### config.mk
export PLATFORM = sky130hd
export DESIGN_NAME = mdec_resp_decoder
export DESIGN_NICKNAME = d
export VERILOG_FILES = /design/src/rtl/mdec_pkg.sv /design/src/rtl/mdec_period.sv /design/src/rtl/mdec_assembler.sv /design/src/rtl/mdec_ctrl.sv /design/src/rtl/mdec_resp_decoder.sv
export SDC_FILE = /design/constraint.sdc
export NUM_CORES = 1
export LEC_CHECK = 0
export ABC_AREA = 1
export BUFFER_PORTS_ARGS = -buffer_cell sky130_fd_sc_hd__clkbuf_2
export CAP_MARGIN = 30
export CORE_MARGIN = 4
export CORE_UTILIZATION = 54
export CTS_CLUSTER_SIZE = 20
export DETAILED_ROUTE_END_ITERATION = 10
export GPL_TIMING_DRIVEN = 1
export PLACE_DENSITY_LB_ADDON = 0.05
export SKIP_LAST_GASP = 1
export SLEW_MARGIN = 20
export SYNTH_ARGS = -nofsm -noshare
export SYNTH_HDL_FRONTEND = slang
export SYNTH_SLANG_ARGS = --single-unit
### constraint.sdc
create_clock -name clk_i -period 2.3 [get_ports clk_i]
set_input_delay 0.115 -clock clk_i [delete_from_list [all_inputs] [get_ports clk_i]]
set_output_delay 0.115 -clock clk_i [all_outputs]
set_load 0.03 [all_outputs]
### src/rtl/mdec_pkg.sv
package mdec_pkg;
  // {first_half, second_half}
  typedef enum logic [1:0] {
    PER_NONE   = 2'b00,
    PER_SECOND = 2'b01,
    PER_FIRST  = 2'b10,
    PER_BOTH   = 2'b11
  } period_e;

  typedef enum logic [2:0] {
    ST_HUNT,
    ST_SOF_B,
    ST_SOF_C,
    ST_SOF_DONE,
    ST_DATA,
    ST_ERR_WAIT
  } state_e;
endpackage

### src/rtl/mdec_period.sv
module mdec_period
  import mdec_pkg::*;
(
  input  logic    clk_i,
  input  logic    rst_ni,
  input  logic    half_valid_i,
  input  logic    mod_i,
  input  logic    hunt_i,
  output logic    prd_valid_o,
  output period_e prd_o
);
  logic phase_q, first_q;

  always_ff @(posedge clk_i or negedge rst_ni) begin
    if (!rst_ni) begin
      phase_q     <= 1'b0;
      first_q     <= 1'b0;
      prd_valid_o <= 1'b0;
      prd_o       <= PER_NONE;
    end else begin
      prd_valid_o <= 1'b0;
      if (half_valid_i) begin
        if (!phase_q) begin
          // while hunting only a modulated half may open a period
          if (!(hunt_i && !mod_i)) begin
            phase_q <= 1'b1;
            first_q <= mod_i;
          end
        end else begin
          phase_q     <= 1'b0;
          prd_valid_o <= 1'b1;
          prd_o       <= period_e'({first_q, mod_i});
        end
      end
    end
  end

  a_r2_period_follows_half: assert property (@(posedge clk_i) disable iff (!rst_ni)
    prd_valid_o |-> $past(half_valid_i));
endmodule

### src/rtl/mdec_assembler.sv
module mdec_assembler #(
  parameter int unsigned BYTE_W = 8,
  parameter int unsigned LEN_W  = 6,
  localparam int unsigned CNT_W = $clog2(BYTE_W + 1)
) (
  input  logic              clk_i,
  input  logic              rst_ni,
  input  logic              clear_i,
  input  logic              push_i,
  input  logic              bit_i,
  input  logic              eof_i,
  output logic              any_data_o,
  output logic              byte_valid_o,
  output logic [BYTE_W-1:0] byte_data_o,
  output logic [CNT_W-1:0]  byte_nbits_o,
  output logic              frame_done_o,
  output logic [LEN_W-1:0]  frame_len_o
);
  localparam logic [CNT_W-1:0] FULL = CNT_W'(BYTE_W);
  localparam logic [CNT_W-1:0] ONE  = CNT_W'(1);

  logic [BYTE_W-1:0] sr_q, sr_n, part, mask;
  logic [CNT_W-1:0]  nbit_q;
  logic [LEN_W-1:0]  len_q, len_inc;

  always_comb begin
    sr_n    = {bit_i, sr_q[BYTE_W-1:1]};
    // keep the n-1 oldest bits, dropping the closing bit
    mask    = {BYTE_W{1'b1}} >> (FULL - nbit_q + ONE);
    part    = (sr_q >> (FULL - nbit_q)) & mask;
    len_inc = (&len_q) ? len_q : len_q + LEN_W'(1);
  end

  assign any_data_o = (nbit_q != '0) || (len_q != '0);

  always_ff @(posedge clk_i or negedge rst_ni) begin
    if (!rst_ni) begin
      sr_q         <= '0;
      nbit_q       <= '0;
      len_q        <= '0;
      byte_valid_o <= 1'b0;
      byte_data_o  <= '0;
      byte_nbits_o <= '0;
      frame_done_o <= 1'b0;
      frame_len_o  <= '0;
    end else begin
      byte_valid_o <= 1'b0;
      frame_done_o <= 1'b0;
      if (clear_i) begin
        sr_q   <= '0;
        nbit_q <= '0;
        len_q  <= '0;
      end else if (push_i) begin
        if (nbit_q == FULL - ONE) begin
          byte_valid_o <= 1'b1;
          byte_data_o  <= sr_n;
          byte_nbits_o <= FULL;
          len_q        <= len_inc;
          sr_q         <= '0;
          nbit_q       <= '0;
        end else begin
          sr_q   <= sr_n;
          nbit_q <= nbit_q + ONE;
        end
      end else if (eof_i) begin
        frame_done_o <= 1'b1;
        if (nbit_q > ONE) begin
          byte_valid_o <= 1'b1;
          byte_data_o  <= part;
          byte_nbits_o <= nbit_q - ONE;
          frame_len_o  <= len_inc;
        end else begin
          frame_len_o  <= len_q;
        end
      end
    end
  end

  a_r5_byte_fits: assert property (@(posedge clk_i) disable iff (!rst_ni)
    byte_valid_o |-> (byte_nbits_o != '0) && (byte_nbits_o <= FULL)
                     && ((byte_data_o >> byte_nbits_o) == '0));

  a_r6_partial_short: assert property (@(posedge clk_i) disable iff (!rst_ni)
    (byte_valid_o && frame_done_o) |-> (byte_nbits_o <= FULL - ONE - ONE));
endmodule

### src/rtl/mdec_ctrl.sv
module mdec_ctrl
  import mdec_pkg::*;
(
  input  logic    clk_i,
  input  logic    rst_ni,
  input  logic    prd_valid_i,
  input  period_e prd_i,
  input  logic    any_data_i,
  output logic    hunt_o,
  output logic    clear_o,
  output logic    push_o,
  output logic    bit_o,
  output logic    eof_o,
  output logic    error_o
);
  state_e state_q, state_d;
  logic   err_d;

  always_comb begin
    state_d = state_q;
    push_o  = 1'b0;
    bit_o   = 1'b0;
    eof_o   = 1'b0;
    err_d   = 1'b0;
    if (prd_valid_i) begin
      unique case (state_q)
        ST_HUNT:  if (prd_i == PER_BOTH)   state_d = ST_SOF_B;    else err_d = 1'b1;
        ST_SOF_B: if (prd_i == PER_SECOND) state_d = ST_SOF_C;    else err_d = 1'b1;
        ST_SOF_C: if (prd_i == PER_SECOND) state_d = ST_SOF_DONE; else err_d = 1'b1;
        ST_SOF_DONE, ST_DATA: begin
          unique case (prd_i)
            PER_SECOND: begin push_o = 1'b1; bit_o = 1'b1; state_d = ST_DATA; end
            PER_FIRST:  begin push_o = 1'b1; bit_o = 1'b0; state_d = ST_DATA; end
            PER_BOTH: begin
              if (any_data_i) begin eof_o = 1'b1; state_d = ST_HUNT; end
              else err_d = 1'b1;
            end
            default: begin
              if (state_q == ST_SOF_DONE) begin eof_o = 1'b1; state_d = ST_HUNT; end
              else err_d = 1'b1;
            end
          endcase
        end
        default: state_d = ST_HUNT;
      endcase
      if (err_d) state_d = ST_ERR_WAIT;
    end
  end

  assign hunt_o  = (state_d == ST_HUNT);
  assign clear_o = (state_q == ST_HUNT);

  always_ff @(posedge clk_i or negedge rst_ni) begin
    if (!rst_ni) begin
      state_q <= ST_HUNT;
      error_o <= 1'b0;
    end else begin
      state_q <= state_d;
      error_o <= err_d;
    end
  end

  a_r9_wait_one_period: assert property (@(posedge clk_i) disable iff (!rst_ni)
    (state_q == ST_ERR_WAIT && prd_valid_i) |=> (state_q == ST_HUNT));

  a_r3_sof_needs_both: assert property (@(posedge clk_i) disable iff (!rst_ni)
    (state_q == ST_HUNT && prd_valid_i && prd_i != PER_BOTH) |=> error_o);
endmodule

### src/rtl/mdec_resp_decoder.sv
module mdec_resp_decoder
  import mdec_pkg::*;
#(
  parameter int unsigned BYTE_W = 8,
  parameter int unsigned LEN_W  = 6
) (
  input  logic                         clk_i,
  input  logic                         rst_ni,
  input  logic                         half_valid_i,
  input  logic                         mod_i,
  output logic                         byte_valid_o,
  output logic [BYTE_W-1:0]            byte_data_o,
  output logic [$clog2(BYTE_W+1)-1:0]  byte_nbits_o,
  output logic                         frame_done_o,
  output logic [LEN_W-1:0]             frame_len_o,
  output logic                         error_o
);
  logic    prd_valid, hunt, clear, push, bit_v, eof, any_data;
  period_e prd;

  mdec_period u_period (
    .clk_i       (clk_i),
    .rst_ni      (rst_ni),
    .half_valid_i(half_valid_i),
    .mod_i       (mod_i),
    .hunt_i      (hunt),
    .prd_valid_o (prd_valid),
    .prd_o       (prd)
  );

  mdec_ctrl u_ctrl (
    .clk_i      (clk_i),
    .rst_ni     (rst_ni),
    .prd_valid_i(prd_valid),
    .prd_i      (prd),
    .any_data_i (any_data),
    .hunt_o     (hunt),
    .clear_o    (clear),
    .push_o     (push),
    .bit_o      (bit_v),
    .eof_o      (eof),
    .error_o    (error_o)
  );

  mdec_assembler #(.BYTE_W(BYTE_W), .LEN_W(LEN_W)) u_asm (
    .clk_i       (clk_i),
    .rst_ni      (rst_ni),
    .clear_i     (clear),
    .push_i      (push),
    .bit_i       (bit_v),
    .eof_i       (eof),
    .any_data_o  (any_data),
    .byte_valid_o(byte_valid_o),
    .byte_data_o (byte_data_o),
    .byte_nbits_o(byte_nbits_o),
    .frame_done_o(frame_done_o),
    .frame_len_o (frame_len_o)
  );

  a_r7_done_xor_error: assert property (@(posedge clk_i) disable iff (!rst_ni)
    !(frame_done_o && error_o));

  a_r8_no_byte_on_error: assert property (@(posedge clk_i) disable iff (!rst_ni)
    error_o |-> !byte_valid_o);
endmodule

# After elaboration in Yosys (flattened, before gate mapping)
# Cells that the tools add are included.
word_totals:
  regBits: 47
  inputBits: 4
  out_inout_bits: 21
classes:
  n_addsub: 5
  magnitude_cmp: 1
  n_eq_ne: 9
  n_shift: 2
  muxes: 59
  n_bitwise: 5
  reduce_logical: 20
op_table:
  columns: ["operator", "n"]
  rows:
  - ["8-bit two-way mux", 7]
  - ["6-bit two-way mux", 5]
  - ["1-bit two-way mux", 28]
  - ["4-bit two-way mux", 7]
  - ["3-bit two-way mux", 7]
  - ["3-bit case mux with 4 select lines", 1]
  - ["4-bit by 1-bit adder with 4-bit output (second input constant)", 2]
  - ["8-bit AND", 1]
  - ["2-bit nonzero test", 4]
  - ["8-bit by 4-bit >> shifter with 8-bit output", 1]
  - ["8-bit by 4-bit >> shifter with 8-bit output (first input constant)", 1]
  - ["6-bit by 1-bit adder with 6-bit output (second input constant)", 1]
  - ["3-bit by 2-bit == test with 1-bit output (second input constant)", 2]
  - ["3-bit logical NOT", 2]
  - ["3-bit case mux with 2 select lines", 1]
  - ["3-bit AND reduction", 2]
  - ["6-bit AND reduction", 1]
  - ["6-bit nonzero test", 1]
  - ["2-bit OR reduction", 3]
  - ["2-bit == test (second input constant)", 2]
  - ["4-bit by 3-bit == test with 1-bit output (second input constant)", 1]
  - ["4-bit by 1-bit greater-than comparator with 1-bit output (second input constant)", 1]
  - ["1-bit NOT", 4]
  - ["1-bit case mux with 2 select lines", 2]
  - ["other kinds (13)", 14]

# Logic depth before layout (Yosys ltp)
depth:
  word_depth: 12
  mapped_depth: 16
  depth_no_buf: 15

# Modules after synthesis
# A second synthesis with hierarchy kept.
hier_totals:
  hier_cells: 419
  area_unflattened_um2: 3133.0
modules_own_cells:
  columns: ["module", "n_inst", "cells_each", "area_each_um2", "seq_area_each_um2"]
  rows:
  - ["mdec_assembler", 1, 306, 2406.1, 950.9]
  - ["mdec_ctrl", 1, 91, 536.8, 100.1]
  - ["mdec_period", 1, 22, 190.2, 125.1]

# Worst setup path before layout
# Ideal clock, no wire load.
synth_path:
  kind: "register to register"
  start: "register u_asm.nbit_q[0]"
  end: "register u_asm.byte_data_o[2]"
  arrival_ns: 2.192
  required_ns: 2.177
  path_slack_ns: -0.015
  path_stages_with_launch: 14
  path_buffers: 2
  period_less_slack_ns: 2.315
  cell_sequence: "dfrtp_1 -> buf_4 -> inv_1 -> ha_1 -> xor2_1 -> buf_2 -> inv_1 -> ha_1 -> nor2_1 -> nand2_1 -> nand2_1 -> a31oi_1 -> a31oi_1 -> a21oi_2"
synth_between:
  elab_chain_len: 8
  elab_cells_between_ends: 20
  classes_between: "2 x add/sub; 1 x order compare; 2 x eq/ne; 2 x shift; 7 x mux; 1 x bitwise; 5 x reduce/logical"
synth_lines:
  columns: ["item", "line", "source"]
  rows:
  - ["start, declared", "mdec_assembler.sv:23", "logic [CNT_W-1:0] nbit_q;"]
  - ["start signal, assigned", "mdec_assembler.sv:63", "nbit_q <= nbit_q + ONE;"]
  - ["parallel branches: the longest is 8 deep, another holds 4-bit subtractor", null, null]
  - ["end signal, assigned", "mdec_assembler.sv:56", "byte_data_o <= sr_n;"]
  - ["end signal, assigned", "mdec_assembler.sv:69", "byte_data_o <= part;"]
  - ["end, declared", "mdec_assembler.sv:14", "output logic [BYTE_W-1:0] byte_data_o,"]
# Several ways; the timed one is not identified. The select of a mux whose other input is x is not followed.
# A chain may end at the register's enable or synchronous reset.

# Worst setup path after layout
layout_path:
  start: "register u_asm.nbit_q[1]"
  end: "register u_asm.byte_data_o[2]"
# Same word-level chain as after synthesis.

==> reports/metrics.cfg <==
[synthesis]
synth_compound_area_frac = 0.169
synth_xor_area_frac = 0.0126
avgSynthCellArea_um2 = 7.79
synth_fa_ha_area_frac = 0.0540
synth_top_area_share = 0.423
ys_ff_latch = 47
synth_seq_area_share = 0.423
synth_warnings = 0
synth_cell_type_count = 34
synthMuxAreaShare = 0
synth_nets = 373
synth_area_um2 = 2780
postSynthCellCount = 357
synth_area_leaders = dfrtp_1 (42%), nand2_1 (8.6%), inv_1 (6.3%), nor2_1 (6.2%), ha_1 (5.4%)
yosys.area_share.simple = 0.244
synth_top_area_cell = dfrtp_1
synth_top_family_by_area = simple AND/OR/NAND/NOR gates

[routing]
firstDrtPassIters = 4
drc = 0
vias_per_cell = 5.22
top_layer = met4
first_iter_violations = 147
drt_wl_total_mm = 5.79
met2_length_mm = 2.45
wire_per_inst_um = 12.7
met3_length_um = 267
vias = 2370
antenna_left = 0
routedLengthMet1_mm = 3.00

[finish]
final_cell_mix = nand2_1 (64), inv_1 (47), dfrtp_1 (47)
fin_nets = 402
fillers = 456
area_delta_synth_final_pct = 10.0
final_core_util = 0.631
drive_gt1_frac = 0.160
final_common_cell = nand2_1
num_antenna_cells = 0
postLayoutCellArea_um2 = 3060

[sta]
slew_headroom = 0.670
setup_viol = 0
finalMaxSlewViolations = 0
setup_ws_ns = 0.182
finalClockSkew_ns = 0.00624
fmax_mhz = 472
finalCritPeriodShare = 0.921
rsz0062_at_grt = no
finalHoldViolCount = 0
tns_ns = 0
worst_pin_slew_ns = 0.494
min_period_ns = 2.12

[clock_tree]
cts_htree_levels = 2
numCtsBuffers = 5
ctsRootBufferMaster = clkbuf_8
clk_pin_slew_ns = 0.08
clk_path_buf_depth = 2
cts_setup_buffers = 0
cts_sinks = 47
post_cts_resized = 0
cts_tree = done
clock_latency_ns = 0.30

[die]
num_rows = 25
die_area_um2 = 6360
core_area_um2 = 4850
initial_utilization = 0.574
die_height_um = 79.8
chipWidth_um = 79.8
io_pins = 25

[critical_path]
path_max_fanout = 5
critPathArrivalTime_ns = 2.30
cp-end-kind = flop
cp_data_required_time_ns = 2.48
critPathKind = reg -> reg
crit_path_start_kind = flop

[power]
p_leak_nw = 1.52
worst_ir_drop_vdd_mv = 0.537
powerDensity_nw_per_um2 = 942
total_power_mw = 2.88

[placement]
io_buffers = 24
dp_hpwl_mm = 4.45
placed_area_um2 = 2970
gp_congestion = 0.931
pre_cts_ws_ns = 0.228

[grt]
antenna_found_initial = 0
grt_overflow_total = 0
grt_usage = 0.201
grt_pass1_wl_mm = 10.1
grt_max_degree = 29
grt_pass1_vias = 2176

[job]
drv_cap = 0

[run_status]
status = complete, no violations

[min_path]
hold_class = in -> reg

worst paths after layout:
| check | startpoint | to | slack [ns] | cells past startpoint |
|---|---|---|---|---|
| worst min register to register | u_period.phase_q$_DFFE_PN0P_ | u_period.phase_q$_DFFE_PN0P_ | 0.51 | 2 |
| min in group asynchronous | rst_ni | u_asm.byte_data_o[3]$_DFFE_PN0P_ | 0.32 | 2 |
| worst min-delay path | mod_i | u_period.prd_o[0]$_DFFE_PN0P_ | 0.07 | 3 |
| max in group asynchronous | rst_ni | u_asm.len_q[2]$_DFFE_PN0P_ | 1.25 | 3 |
| worst max-delay path | u_asm.nbit_q[1]$_DFFE_PN0P_ | u_asm.byte_data_o[2]$_DFFE_PN0P_ | 0.18 | 11 |
| worst max register to register | u_asm.nbit_q[1]$_DFFE_PN0P_ | u_asm.byte_data_o[2]$_DFFE_PN0P_ | 0.18 | 11 |
worst max-delay path, cell delays in order, from the launching register on:
cell     delay [ns]
dfrtp_1        0.41
inv_1          0.16
ha_1           0.21
xor2_1         0.18
inv_1          0.11
ha_1           0.35
nor2_1         0.12
nand2_1        0.06
nand2_1        0.07
a31oi_1        0.04
a31oi_1        0.22
a21oi_2        0.07
power breakdown:
group	leakage [nW]	switching (mW)	internal, mW
clock network	0.0422	0.266	0.214
registers	0.644	0.0738	0.919
logic	0.832	0.962	0.448
area by class of cell:
type / count / area [um^2] / area share
multi-input combinational: 247 / 1340 / 0.436
sequential: 47 / 1180 / 0.384
inverter: 53 / 201 / 0.0658
timing repair buffer: 32 / 183 / 0.0597
tap: 67 / 83.8 / 0.0274
clock buffer: 7 / 76.3 / 0.0249
clock inverter: 1 / 5.00 / 0.00164
metrics by stage:
step,hold slack (ns),instances
detailed placement,0.107,445
CTS,0.0657,454
floorplan,-0.181,357
finish,0.0690,454
global route,0.0804,454
global placement,0.0970,445
sequential cells by signal, indices dropped and copies added, names as in the netlist, 2 cells and up:
signal / flops
u_asm.byte_data_o: 8
u_asm.byte_nbits_o: 4
u_asm.frame_len_o: 6
u_asm.len_q: 6
u_asm.nbit_q: 4
u_asm.sr_q: 8
u_ctrl.state_q: 3
u_period.prd_o: 2
repair_timing:
action | 4_1_cts | 5_1_grt
hold endpoints to repair | 19 | 0
setup endpoints to repair | 0 | 0
hold buffers | 1 | 0
cell usage after synthesis:
cell type and n:
nand2_2 2, nor3_4 1, buf_4 1, a31oi_1 4, xor2_1 4, inv_2 5, nand4_1 4, a22oi_1 1
a32o_1 1, nand3_1 20, o21ai_2 1, nand2_4 3, nor3_1 5, inv_4 1, buf_2 4, ha_1 12
o22ai_1 8, nand2_1 64, a21oi_1 19, dfrtp_1 47, o2111ai_1 1, inv_1 47, nor2_2 2, or2_2 1
and3_1 1, o32ai_1 5, o21ai_1 3, a21oi_2 7, o21ai_0 29, clkbuf_1 2, nor2_1 46, buf_6 3
nor4_1 1, nor2_4 2
metal layers:
metal  vias up  GRT usage
li1       1232          -
met1      1078      0.295
met2        53      0.307
met3         7     0.0339
met4         0     0.0574
met5         -          0
cell families (layout without fill, tap and decap cells):
group,Yosys count,in the layout
adder cells (fa/ha/maj),12,12
AND/OR/NAND/NOR,152,152
flip-flops,47,47
buffers and inverters,63,93
XOR/XNOR,4,4
AO/OA/AOI/OAI,79,79
(Power assumes the default switching activity.)
